$ cat src/rtl/ito_pkg.sv
package ito_pkg;

   // Window length in transceiver clocks for a given calibration value.
   function automatic int unsigned window_clocks(input int unsigned base_bits,
                                                 input int unsigned clk_per_bit,
                                                 input int unsigned cal);
      return base_bits * clk_per_bit + cal;
   endfunction

endpackage

$ cat src/rtl/ito_limit.sv
module ito_limit #(
   parameter int unsigned BASE_BITS   = 18,
   parameter int unsigned CLK_PER_BIT = 4,
   parameter int unsigned CAL_W       = 3,
   parameter int unsigned CNT_W       = 7,
   parameter bit          USE_TABLE   = 1'b0
) (
   input  logic [CAL_W-1:0] cal,
   output logic [CNT_W-1:0] limit
);
   import ito_pkg::*;

   localparam int unsigned BASE_CLK = BASE_BITS * CLK_PER_BIT;
   localparam int unsigned NCAL     = 1 << CAL_W;

   generate
      if (USE_TABLE) begin : g_table
         logic [CNT_W-1:0] tbl [NCAL];
         for (genvar i = 0; i < NCAL; i++) begin : g_ent
            assign tbl[i] = CNT_W'(window_clocks(BASE_BITS, CLK_PER_BIT, i));
         end
         assign limit = tbl[cal];
      end else begin : g_adder
         assign limit = CNT_W'(BASE_CLK) + CNT_W'(cal);
      end
   endgenerate
endmodule

$ cat src/rtl/ito_counter.sv
module ito_counter #(
   parameter int unsigned CNT_W = 7
) (
   input  logic             clk,
   input  logic             rst_n,
   input  logic             restart,
   input  logic             busy,
   input  logic [CNT_W-1:0] limit,
   output logic             expire
);
   logic [CNT_W-1:0] cnt_q;

   always_ff @(posedge clk) begin
      if (!rst_n)        cnt_q <= '0;
      else if (restart)  cnt_q <= '0;
      else if (busy)     cnt_q <= cnt_q + 1'b1;
      else               cnt_q <= '0;
   end

   // The edge that would bring the count to the limit is the expiry edge.
   assign expire = busy && (cnt_q == limit - 1'b1);

   AST_CNT_BELOW_LIMIT: assert property (@(posedge clk) disable iff (!rst_n)
      busy |-> (cnt_q < limit));
   AST_IDLE_CNT_ZERO: assert property (@(posedge clk) disable iff (!rst_n)
      (!busy && !restart) |=> (cnt_q == '0));
endmodule

$ cat src/rtl/ito_ctrl.sv
module ito_ctrl #(
   parameter int unsigned CAL_W = 3
) (
   input  logic             clk,
   input  logic             rst_n,
   input  logic             start,
   input  logic             resp,
   input  logic             expire,
   input  logic [CAL_W-1:0] cal_in,
   output logic [CAL_W-1:0] cal_q,
   output logic             busy_q,
   output logic             timeout_q
);
   // Priority: start over response over expiry.
   always_ff @(posedge clk) begin
      if (!rst_n) begin
         busy_q    <= 1'b0;
         timeout_q <= 1'b0;
         cal_q     <= '0;
      end else begin
         timeout_q <= 1'b0;
         if (start) begin
            busy_q <= 1'b1;
            cal_q  <= cal_in;
         end else if (resp) begin
            busy_q <= 1'b0;
         end else if (expire) begin
            busy_q    <= 1'b0;
            timeout_q <= 1'b1;
         end
      end
   end

   AST_START_BUSY: assert property (@(posedge clk) disable iff (!rst_n)
      start |=> (busy_q && !timeout_q));
   AST_PULSE_ONE: assert property (@(posedge clk) disable iff (!rst_n)
      timeout_q |=> !timeout_q);
   AST_PULSE_IDLE: assert property (@(posedge clk) disable iff (!rst_n)
      timeout_q |-> !busy_q);
   AST_RESP_STOP: assert property (@(posedge clk) disable iff (!rst_n)
      (busy_q && resp && !start) |=> (!busy_q && !timeout_q));
   AST_RESP_WINS: assert property (@(posedge clk) disable iff (!rst_n)
      (resp && !start) |=> !timeout_q);
   AST_CAL_HELD: assert property (@(posedge clk) disable iff (!rst_n)
      !start |=> $stable(cal_q));
   AST_IDLE_RESP: assert property (@(posedge clk) disable iff (!rst_n)
      (!busy_q && resp && !start) |=> (!busy_q && !timeout_q));
endmodule

$ cat src/rtl/fs_turnaround_timer.sv
module fs_turnaround_timer #(
   parameter int unsigned BASE_BITS   = 18,
   parameter int unsigned CLK_PER_BIT = 4,
   parameter int unsigned CAL_W       = 3,
   parameter bit          USE_TABLE   = 1'b0
) (
   input  logic             clk_phy,
   input  logic             rst_n,
   input  logic             start_i,
   input  logic             resp_i,
   input  logic [CAL_W-1:0] cal_i,
   output logic             timeout_o,
   output logic             busy_o
);
   localparam int unsigned LIMIT_MAX = BASE_BITS * CLK_PER_BIT + (1 << CAL_W) - 1;
   localparam int unsigned CNT_W     = $clog2(LIMIT_MAX + 1);

   initial begin
      assert (BASE_BITS >= 16 && BASE_BITS <= 18)
         else $fatal(1, "BASE_BITS outside the full-speed window");
      assert (CLK_PER_BIT >= 1) else $fatal(1, "CLK_PER_BIT must be nonzero");
      assert (CAL_W >= 1 && CAL_W <= 6) else $fatal(1, "CAL_W out of range");
   end

   logic [CAL_W-1:0] cal_q;
   logic [CNT_W-1:0] limit;
   logic             expire;
   logic             busy_q;
   logic             timeout_q;

   ito_limit #(
      .BASE_BITS(BASE_BITS), .CLK_PER_BIT(CLK_PER_BIT),
      .CAL_W(CAL_W), .CNT_W(CNT_W), .USE_TABLE(USE_TABLE)
   ) u_limit (
      .cal(cal_q), .limit(limit)
   );

   ito_counter #(.CNT_W(CNT_W)) u_cnt (
      .clk(clk_phy), .rst_n(rst_n), .restart(start_i),
      .busy(busy_q), .limit(limit), .expire(expire)
   );

   ito_ctrl #(.CAL_W(CAL_W)) u_ctrl (
      .clk(clk_phy), .rst_n(rst_n), .start(start_i), .resp(resp_i),
      .expire(expire), .cal_in(cal_i), .cal_q(cal_q),
      .busy_q(busy_q), .timeout_q(timeout_q)
   );

   assign timeout_o = timeout_q;
   assign busy_o    = busy_q;

   AST_NO_LATE_TIMEOUT: assert property (@(posedge clk_phy) disable iff (!rst_n)
      $rose(timeout_o) |-> $past(busy_o));
endmodule

$ cat config.mk
export PLATFORM = sky130hd
export DESIGN_NAME = fs_turnaround_timer
export DESIGN_NICKNAME = d
export VERILOG_FILES = /design/src/rtl/ito_pkg.sv /design/src/rtl/ito_limit.sv /design/src/rtl/ito_counter.sv /design/src/rtl/ito_ctrl.sv /design/src/rtl/fs_turnaround_timer.sv
export SDC_FILE = /design/constraint.sdc
export NUM_CORES = 1
export LEC_CHECK = 0
export ABC_CLOCK_PERIOD_IN_PS = 1400
export BUFFER_PORTS_ARGS = -buffer_cell sky130_fd_sc_hd__buf_2
export CORE_UTILIZATION = 40
export DETAILED_ROUTE_END_ITERATION = 8
export PLACE_DENSITY = 0.59
export SYNTH_ARGS = -nofsm -noshare
export SYNTH_HDL_FRONTEND = slang
export SYNTH_SLANG_ARGS = --single-unit
$ cat constraint.sdc
create_clock -name clk_phy -period 1.4 [get_ports clk_phy]
set_input_delay 0.28 -clock clk_phy [delete_from_list [all_inputs] [get_ports clk_phy]]
set_output_delay 0.28 -clock clk_phy [all_outputs]
set_load 0.05 [all_outputs]
* Yosys cells after proc, flatten, opt, wreduce, memory -nomap -nowiden
Index checks and enable logic that the tools add are counted.
** Cells by class
- Add/subtract/negate cells :: 3
- Equal/unequal tests :: 1
- Multiplexer cells :: 4
- Bitwise gates (word level) :: 2
- Reduce and logical (&&, ||, !) cells :: 4
** Operator list (number)
- adder 7 x 1 -> 7 bit, second input constant :: 1
- adder 7 x 3 -> 7 bit, first input constant :: 1
- == test 7 bit :: 1
- subtractor 7 x 1 -> 7 bit, second input constant :: 1
- OR reduction 3 bit :: 2
- 2-to-1 mux 1 bit :: 4
- nonzero test 3 bit :: 1
- NOT 1 bit :: 2
- logical AND 1 bit :: 1
** Storage, ports and cells
- Bits in registers :: 12
- Bits of input ports :: 7
- Output and inout port bits :: 2
- Word-level logic and storage cells :: 18

* Longest topological paths before layout
Gate-level depths: netlist of the first run.
- Depth after elaboration :: 7
- Mapped depth :: 6

* Hierarchy
Synthesis of the first run repeated with hierarchy kept, for this count alone.
** Second synthesis, totals
- Cell total of the unflattened synthesis :: 81
- Area total of the unflattened synthesis :: 743.2 sq um
** Modules (own cells, without submodules)
- ito_counter :: times used 1, cells each 56, area an instance 501.7 sq um, sequential area each 140.1 sq um
- ito_ctrl :: times used 1, cells each 16, area an instance 181.4 sq um, sequential area each 100.1 sq um
- ito_limit :: times used 1, cells each 9, area an instance 60.1 sq um, sequential area each 0.0 sq um

* Worst setup path after synthesis of the first run
No wires, ideal clock.
- Kind :: reg2reg
- From :: register u_ctrl.cal_q[0]
- To :: register u_ctrl.busy_q
- Arrival :: 1.375 ns
- Required time :: 1.278 ns
- Slack :: -0.097 ns
- Stages on the path, launching flop included :: 7
- Path buffers :: 0
- Clock period less this slack :: 1.497 ns
- Cells stage by stage :: dfxtp_1 -> inv_1 -> ha_1 -> xor2_1 -> nand4_1 -> nand2b_1 -> o311a_1
** On the way
- Cells in the longest elaborated chain, start to end :: 5
** Ends and longest elaborated chain
- start, declared :: line ito_ctrl.sv:10 : output logic [CAL_W-1:0] cal_q,
- start signal, assigned :: line ito_ctrl.sv:24 : cal_q <= cal_in;
- adder 7 x 3 -> 7 bit :: line ito_limit.sv:24 : assign limit = CNT_W'(BASE_CLK) + CNT_W'(cal);
- subtractor 7 x 1 -> 7 bit :: line ito_counter.sv:21 : assign expire = busy && (cnt_q == limit - 1'b1);
- == test 7 bit :: line ito_counter.sv:21
- logical AND 1 bit :: line ito_counter.sv:21
- nonzero test 3 bit (no line)
- end signal, assigned :: line ito_ctrl.sv:17 : busy_q <= 1'b0;
- end signal, assigned :: line ito_ctrl.sv:23 : busy_q <= 1'b1;
- end signal, assigned :: line ito_ctrl.sv:26 : busy_q <= 1'b0;
- end, declared :: line ito_ctrl.sv:11 : output logic busy_q,
Every way passes these cells.
A chain may end at the register's enable or synchronous reset.

* Worst setup path after layout of the first run
Ends and elaborated chain as after synthesis.

==> results of run 1 <==
## area by class of cell
class                      instances  area [um^2]  area share
timing repair buffer              12         70.1       0.102
sequential                        12          243       0.355
inverter                           3         11.3      0.0165
clock buffer                       4         36.3      0.0530
multi-input combinational         41          307       0.448
tap                               14         17.5      0.0256
## how the worst max path moves through the flow
stage                         end  slack [ns]  depth (start not counted)
finish              u_ctrl.busy_q       -0.05                          4
global route        u_ctrl.busy_q       -0.14                          6
CTS                 u_ctrl.busy_q       -0.08                          6
detailed placement  u_ctrl.busy_q        -0.1                          6
global placement    u_ctrl.busy_q       -0.07                          6
floorplan           u_ctrl.busy_q       -0.05                          6
## cell families (layout without fill, tap and decap cells)
kind of cell             Yosys count  after routing  synth area share
AO/OA/AOI/OAI                      5              5            0.0684
XOR/XNOR                           8              8             0.132
AND/OR/NAND/NOR                   23             23             0.215
multiplexers                       3              3            0.0566
buffers and inverters              4             19            0.0283
adder cells (fa/ha/maj)            2              2            0.0472
flip-flops                        12             12             0.453
## report_power, final
group          switching (W)  internal (W)  leakage, nW  total [W]
clock network       0.000113      0.000158       0.0210   0.000271
registers         0.00000841      0.000350       0.0983   0.000358
logic              0.0000389     0.0000351        0.186  0.0000740
## registers in the layout (all words and copies together) (netlist names)
| name | count |
|---|---|
| u_cnt.cnt_q | 7 |
| u_ctrl.timeout_q | 1 |
| u_ctrl.cal_q | 3 |
| u_ctrl.busy_q | 1 |
## through the flow
step	instances	cell area [um^2]	util	TNS (ns)
6_report	86	684	0.584	-0.0511
2_1_floorplan	57	532	-	-0.0530
3_5_place_dp	81	608	0.519	-0.0953
4_1_cts	86	658	0.562	-0.0788
3_3_place_gp	81	608	0.519	-0.0662
5_1_grt	86	684	0.584	-0.251
## critical path, stage by stage, from the launching register on
cell and delay (ns):
dfxtp_2 0.34, or3_1 0.38, a211oi_2 0.21, a31oi_2 0.07, o311a_1 0.34
## what timing repair did
item / in CTS / in global routing
hold buffers: 0 / 0
pin swaps: 2 / 1
resized for setup: 3 / 4
buffers inserted: 1 / 0
setup endpoints to repair: 1 / 2
## placed cells by master (no fill, tap or decap), drive strengths merged
cell,n
a211oi,1
a21o,1
a31oi,1
and3,2
buf,12
clkbuf,4
dfxtp,12
ha,2
inv,3
mux2i,3
nand2,3
nand2b,1
nand3,2
nand4,1
nor2,8
nor2b,4
nor4,1
o21ai,1
o311a,1
or3,1
xnor2,3
xor2,5
## per-layer routing
metal	vias up	global-route usage
met4	0	0.0776
met2	8	0.250
met5	-	0
met3	2	0.0349
li1	221	-
met1	185	0.212
==> results.md, run 1 <==
- Status: finished with violations
- Violated checks: negative setup slack
- Area leader, netlist: dfxtp_1
- CP startpoint kind: flop
- Relative slew slack: 0.778
- Met2 wire length: 403 um
- Mapped Nets: 66
- Hold Fails Final Rpt: 0
- # IOs: 9
- Main synth FF type: dfxtp_1
- Reg2reg start: u_ctrl.cal_q[0]
- Seq/Total Area, Yosys: 0.453
- Fin crit period: roughly 1.5 ns
- GP Congestion: 0.676
- Vias per std cell: 4.84
- Hold path startpoint: resp_i
- Grt ovf: 0
- Post-synth top cells: 12 x dfxtp_1, 8 x nor2_1, 5 x xor2_1
- Drt pass-1 iters: 4
- Post-detail-place hpwl: 723 um
- Worst slew pin tran: 0.332 ns
- Largest net degree at the start of global routing: 8
- Fin Clk Skew: roughly 0.001 ns
- Leak Pwr: ~0.31 nW
- All-Layer GR Usage: 0.162
- M1 WL: 485 um
- Syn Inst Count: 57
- Number of flops mapped to enable cells by yosys: 0
- Max VDD drop: 0.649 mV
- Clk_lat worst skew: 0.27 ns
- Overall power: 0.000703 W
- Yosys warning count: 0
- CP Class: reg2reg
- Routed WL per cell: 10.9 um
- Root Driver: clkbuf_4
- CTS H-Tree Depth: 1
- Max Fclk: around 0.69 GHz
- WHS Endpoint: u_ctrl.timeout_q
- Antenna cells: 0
- Dpl ws: -0.0953 ns
- Worst Hold Path Cells: 2
- DIE HEIGHT: 38.4 um
- Clock transition at the registers of the reported paths: 0.07 ns
- Top sig layer: met4
- Power Dens Cells: 1030 nW/um^2
- RSZ-0062 raised after global routing: yes
- Initial antenna violation count: 0
- Met3 WL: 34 um
- Die W: 38.4 um
- Hold WC Path Type: in2reg
- Via count: 416
- CTS tree: yes
- Crit. End Element: flop
- Total die area: 1480 um^2
- Fillers: 101
- Number of global-route vias before repair: 388
- Final hold slack: 0.182 ns
- Final worst path period share: 1.04
- Core box area: 1170 um^2
- First-pass GRT wire length: 1.58 mm
- PortBufs: 8
- DRC Markers: 0
- WL final: 935 um
- Synth-to-layout area growth: 29.0%
- Cell with the most instances after synthesis: dfxtp_1
- Final antenna-violating net count: 0
- Setup ws final: -0.0511 ns
- Number of setup violations in the final report: 1
- Max-cap violations: 0
- Worst Setup SP: u_ctrl.cal_q[0]
- CTS Buffer Depth: 2
- Required time worst endpoint: approximately 1.6 ns
- Fraction of registers with async set/reset: 0
- Final slew viol count: 0
- Mean Syn Cell Area: 9.31 um^2
- R2r setup slk: -0.05 ns
- Mapped Area: 531 um^2
- Reg2Reg Depth: 4
- RR Endpoint: u_ctrl.busy_q
- Initial drt markers: 3
- Post-synth top area share: 0.453
- Share of cells above drive strength 1: 0.333
- Post-layout nets: 82
- Synthesis-stage register bit count: 12
- Total CTS buffers: 3
- Unique masters post-synth: 21
- Clock Sinks: 12
- Row cnt: 12
- Initial Util: 0.453
- Critical Path AT: around 1.6 ns
- Worst-path maximum fanout: 4
- Synth area leaders: dfxtp_1 45%, xor2_1 8.3%, mux2i_1 5.7%, nor2_1 5.7%, xnor2_1 5.0%
No activity file was read; power rests on OpenSTA's default activity.
==> run 2: changes to the inputs <==
Settings changed: PLACE_DENSITY 0.59 to 0.72.
==> results.md, run 2 (synthesized netlist as in run 1, its figures left out) <==
- CP Class: reg2reg (unchanged)
- Required time worst endpoint: 1.57 ns (was 1.56 ns)
- Largest registers: u_cnt.cnt_q (7), u_ctrl.cal_q (3) (unchanged)
- First-pass GRT wire length: 1.84 mm (was 1.58 mm)
- Initial antenna violation count: 0 (unchanged)
- Power Dens Cells: 1020 nW/um^2 (was 1030 nW/um^2)
- Worst slew pin tran: 0.353 ns (was 0.332 ns)
- Hold Fails Final Rpt: 0 (unchanged)
- Worst Setup EP: u_ctrl.busy_q (unchanged)
- Max Fclk: 0.656 GHz (was 0.689 GHz)
- Final worst path period share: 1.09 (was 1.04)
- Number of setup violations in the final report: 2 (was 1)
- Drt pass-1 iters: 4 (unchanged)
- Worst Setup SP: u_ctrl.cal_q[0] (unchanged)
- Largest net degree at the start of global routing: 8 (unchanged)
- Critical Path AT: 1.69 ns (was 1.61 ns)
- # hold bufs at CTS: 0 (unchanged)
- PortBufs: 8 (unchanged)
- RR Endpoint: u_ctrl.busy_q (unchanged)
- Worst-path maximum fanout: 4 (unchanged)
- Reg2Reg Depth: 4 (unchanged)
- Synth-to-layout area growth: 33.3% (was 29.0%)
- # IOs: 9 (unchanged)
- DRC Markers: 0 (unchanged)
- Initial Util: 0.453 (unchanged)
- Max reg flops: 7 (unchanged)
- Routed WL per cell: 13.2 um (was 10.9 um)
- Max-cap violations: 0 (unchanged)
- CTS H-Tree Depth: 1 (unchanged)
- Setup ws final: -0.124 ns (was -0.0511 ns)
- Final slew viol count: 0 (unchanged)
- All-Layer GR Usage: 0.193 (was 0.162)
- Total CTS buffers: 3 (unchanged)
- Fin crit period: 1.52 ns (was 1.45 ns)
- Row cnt: 12 (unchanged)
- DIE HEIGHT: 38.4 um (unchanged)
- Leak Pwr: 0.315 nW (was 0.305 nW)
- Clk_lat worst skew: 0.28 ns (was 0.27 ns)
- Final antenna-violating net count: 0 (unchanged)
- Root Driver: clkbuf_4 (unchanged)
- RSZ-0062 raised after global routing: yes (unchanged)
- R2r setup slk: -0.12 ns (was -0.05 ns)
- Overall power: 0.000723 W (was 0.000703 W)
- Vias per std cell: 5.07 (was 4.84)
- Top reg by flops: u_cnt.cnt_q (unchanged)
- Number of global-route vias before repair: 410 (was 388)
- Violated checks: negative setup slack (unchanged)
- Crit. End Element: flop (unchanged)
- Die W: 38.4 um (unchanged)
- Fin Clk Skew: 0.00425 ns (was 0.000980 ns)
- Core box area: 1170 um^2 (unchanged)
- Share of cells above drive strength 1: 0.351 (was 0.333)
- Final hold slack: 0.180 ns (was 0.182 ns)
- Post-layout nets: 84 (was 82)
- Total die area: 1480 um^2 (unchanged)
- Most frequent cells in the layout: 10 x dfxtp_1, 8 x nor2_1, 8 x buf_2 (unchanged)
- Status: finished with violations (unchanged)
- Relative slew slack: 0.764 (was 0.778)
- Antenna cells: 0 (unchanged)
- Clock transition at the registers of the reported paths: 0.08 ns (was 0.07 ns)
- Clock Sinks: 12 (unchanged)
- Initial drt markers: 12 (was 3)
- Hold WC Path Type: in2reg (unchanged)
- CP startpoint kind: flop (unchanged)
- Max VDD drop: 0.470 mV (was 0.649 mV)
- Reg2reg start: u_ctrl.cal_q[0] (unchanged)
- GP Congestion: 0.771 (was 0.676)
- CTS Buffer Depth: 2 (unchanged)
- WL final: 1.16 mm (was 935 um)
- CTS tree: yes (unchanged)
- Grt ovf: 0 (unchanged)
- Final core utilization: 0.604 (was 0.584)
- Via count: 446 (was 416)
- Most common cell after layout, fill and taps aside: dfxtp_1 (unchanged)
## run 2: changes by cell type in the layout (fill, tap and decap cells not counted), sizes merged
cell / delta
buf: +2
## run 2: cell type report
class,count,area (um^2)
tap,14,17.5
timing repair buffer,14,85.1
clock buffer,4,36.3
sequential,12,243
fill,95,464
inverter,3,11.3
multi-input combinational,41,314
## run 2: how the worst min path moves through the flow
| stage | from | end | slack, ns | depth (start not counted) |
|---|---|---|---|---|
| CTS | resp_i | u_ctrl.timeout_q | 0.17 | 2 |
| finish | resp_i | u_ctrl.timeout_q | 0.18 | 2 |
| floorplan | resp_i | u_ctrl.timeout_q | 0.36 | 1 |
| detailed placement | u_cnt.cnt_q[0] | u_cnt.cnt_q[0] | 0.47 | 1 |
| global placement | u_cnt.cnt_q[0] | u_cnt.cnt_q[0] | 0.45 | 1 |
| global route | resp_i | u_ctrl.timeout_q | 0.18 | 2 |
## run 2: critical path, stage by stage (launching register included)
cell	delay, ns
dfxtp_2	0.34
or3_1	0.40
a211oi_2	0.22
a31oi_1	0.10
o311a_1	0.36
## run 2: repair_timing
action | in CTS | in global routing
pin swaps | 3 | 1
setup buffers | 2 | 0
setup endpoints to repair | 2 | 2
cloned | 0 | 0
resized for setup | 4 | 3
## run 2: stage by stage
stage          cells  area (um^2)  setup TNS, ns  setup slack (ns)
2_1_floorplan     57          532        -0.0530           -0.0530
3_3_place_gp      82          616        -0.0482           -0.0482
3_5_place_dp      82          616         -0.118            -0.100
4_1_cts           88          687        -0.0956           -0.0956
5_1_grt           88          707         -0.306            -0.207
6_report          88          707         -0.125            -0.124
## run 2: metal layers
layer,track usage,wire (um),up-vias
li1,-,-,226
met2,0.343,530,10
met5,0,0,-
met4,0.0776,20,0
met1,0.227,570,204
met3,0.0349,37,6
## run 2: where the power goes
group,internal (W),switching (W)
clock network,0.000158,0.000122
registers,0.000350,0.00000819
logic,0.0000400,0.0000449
total,0.000548,0.000175
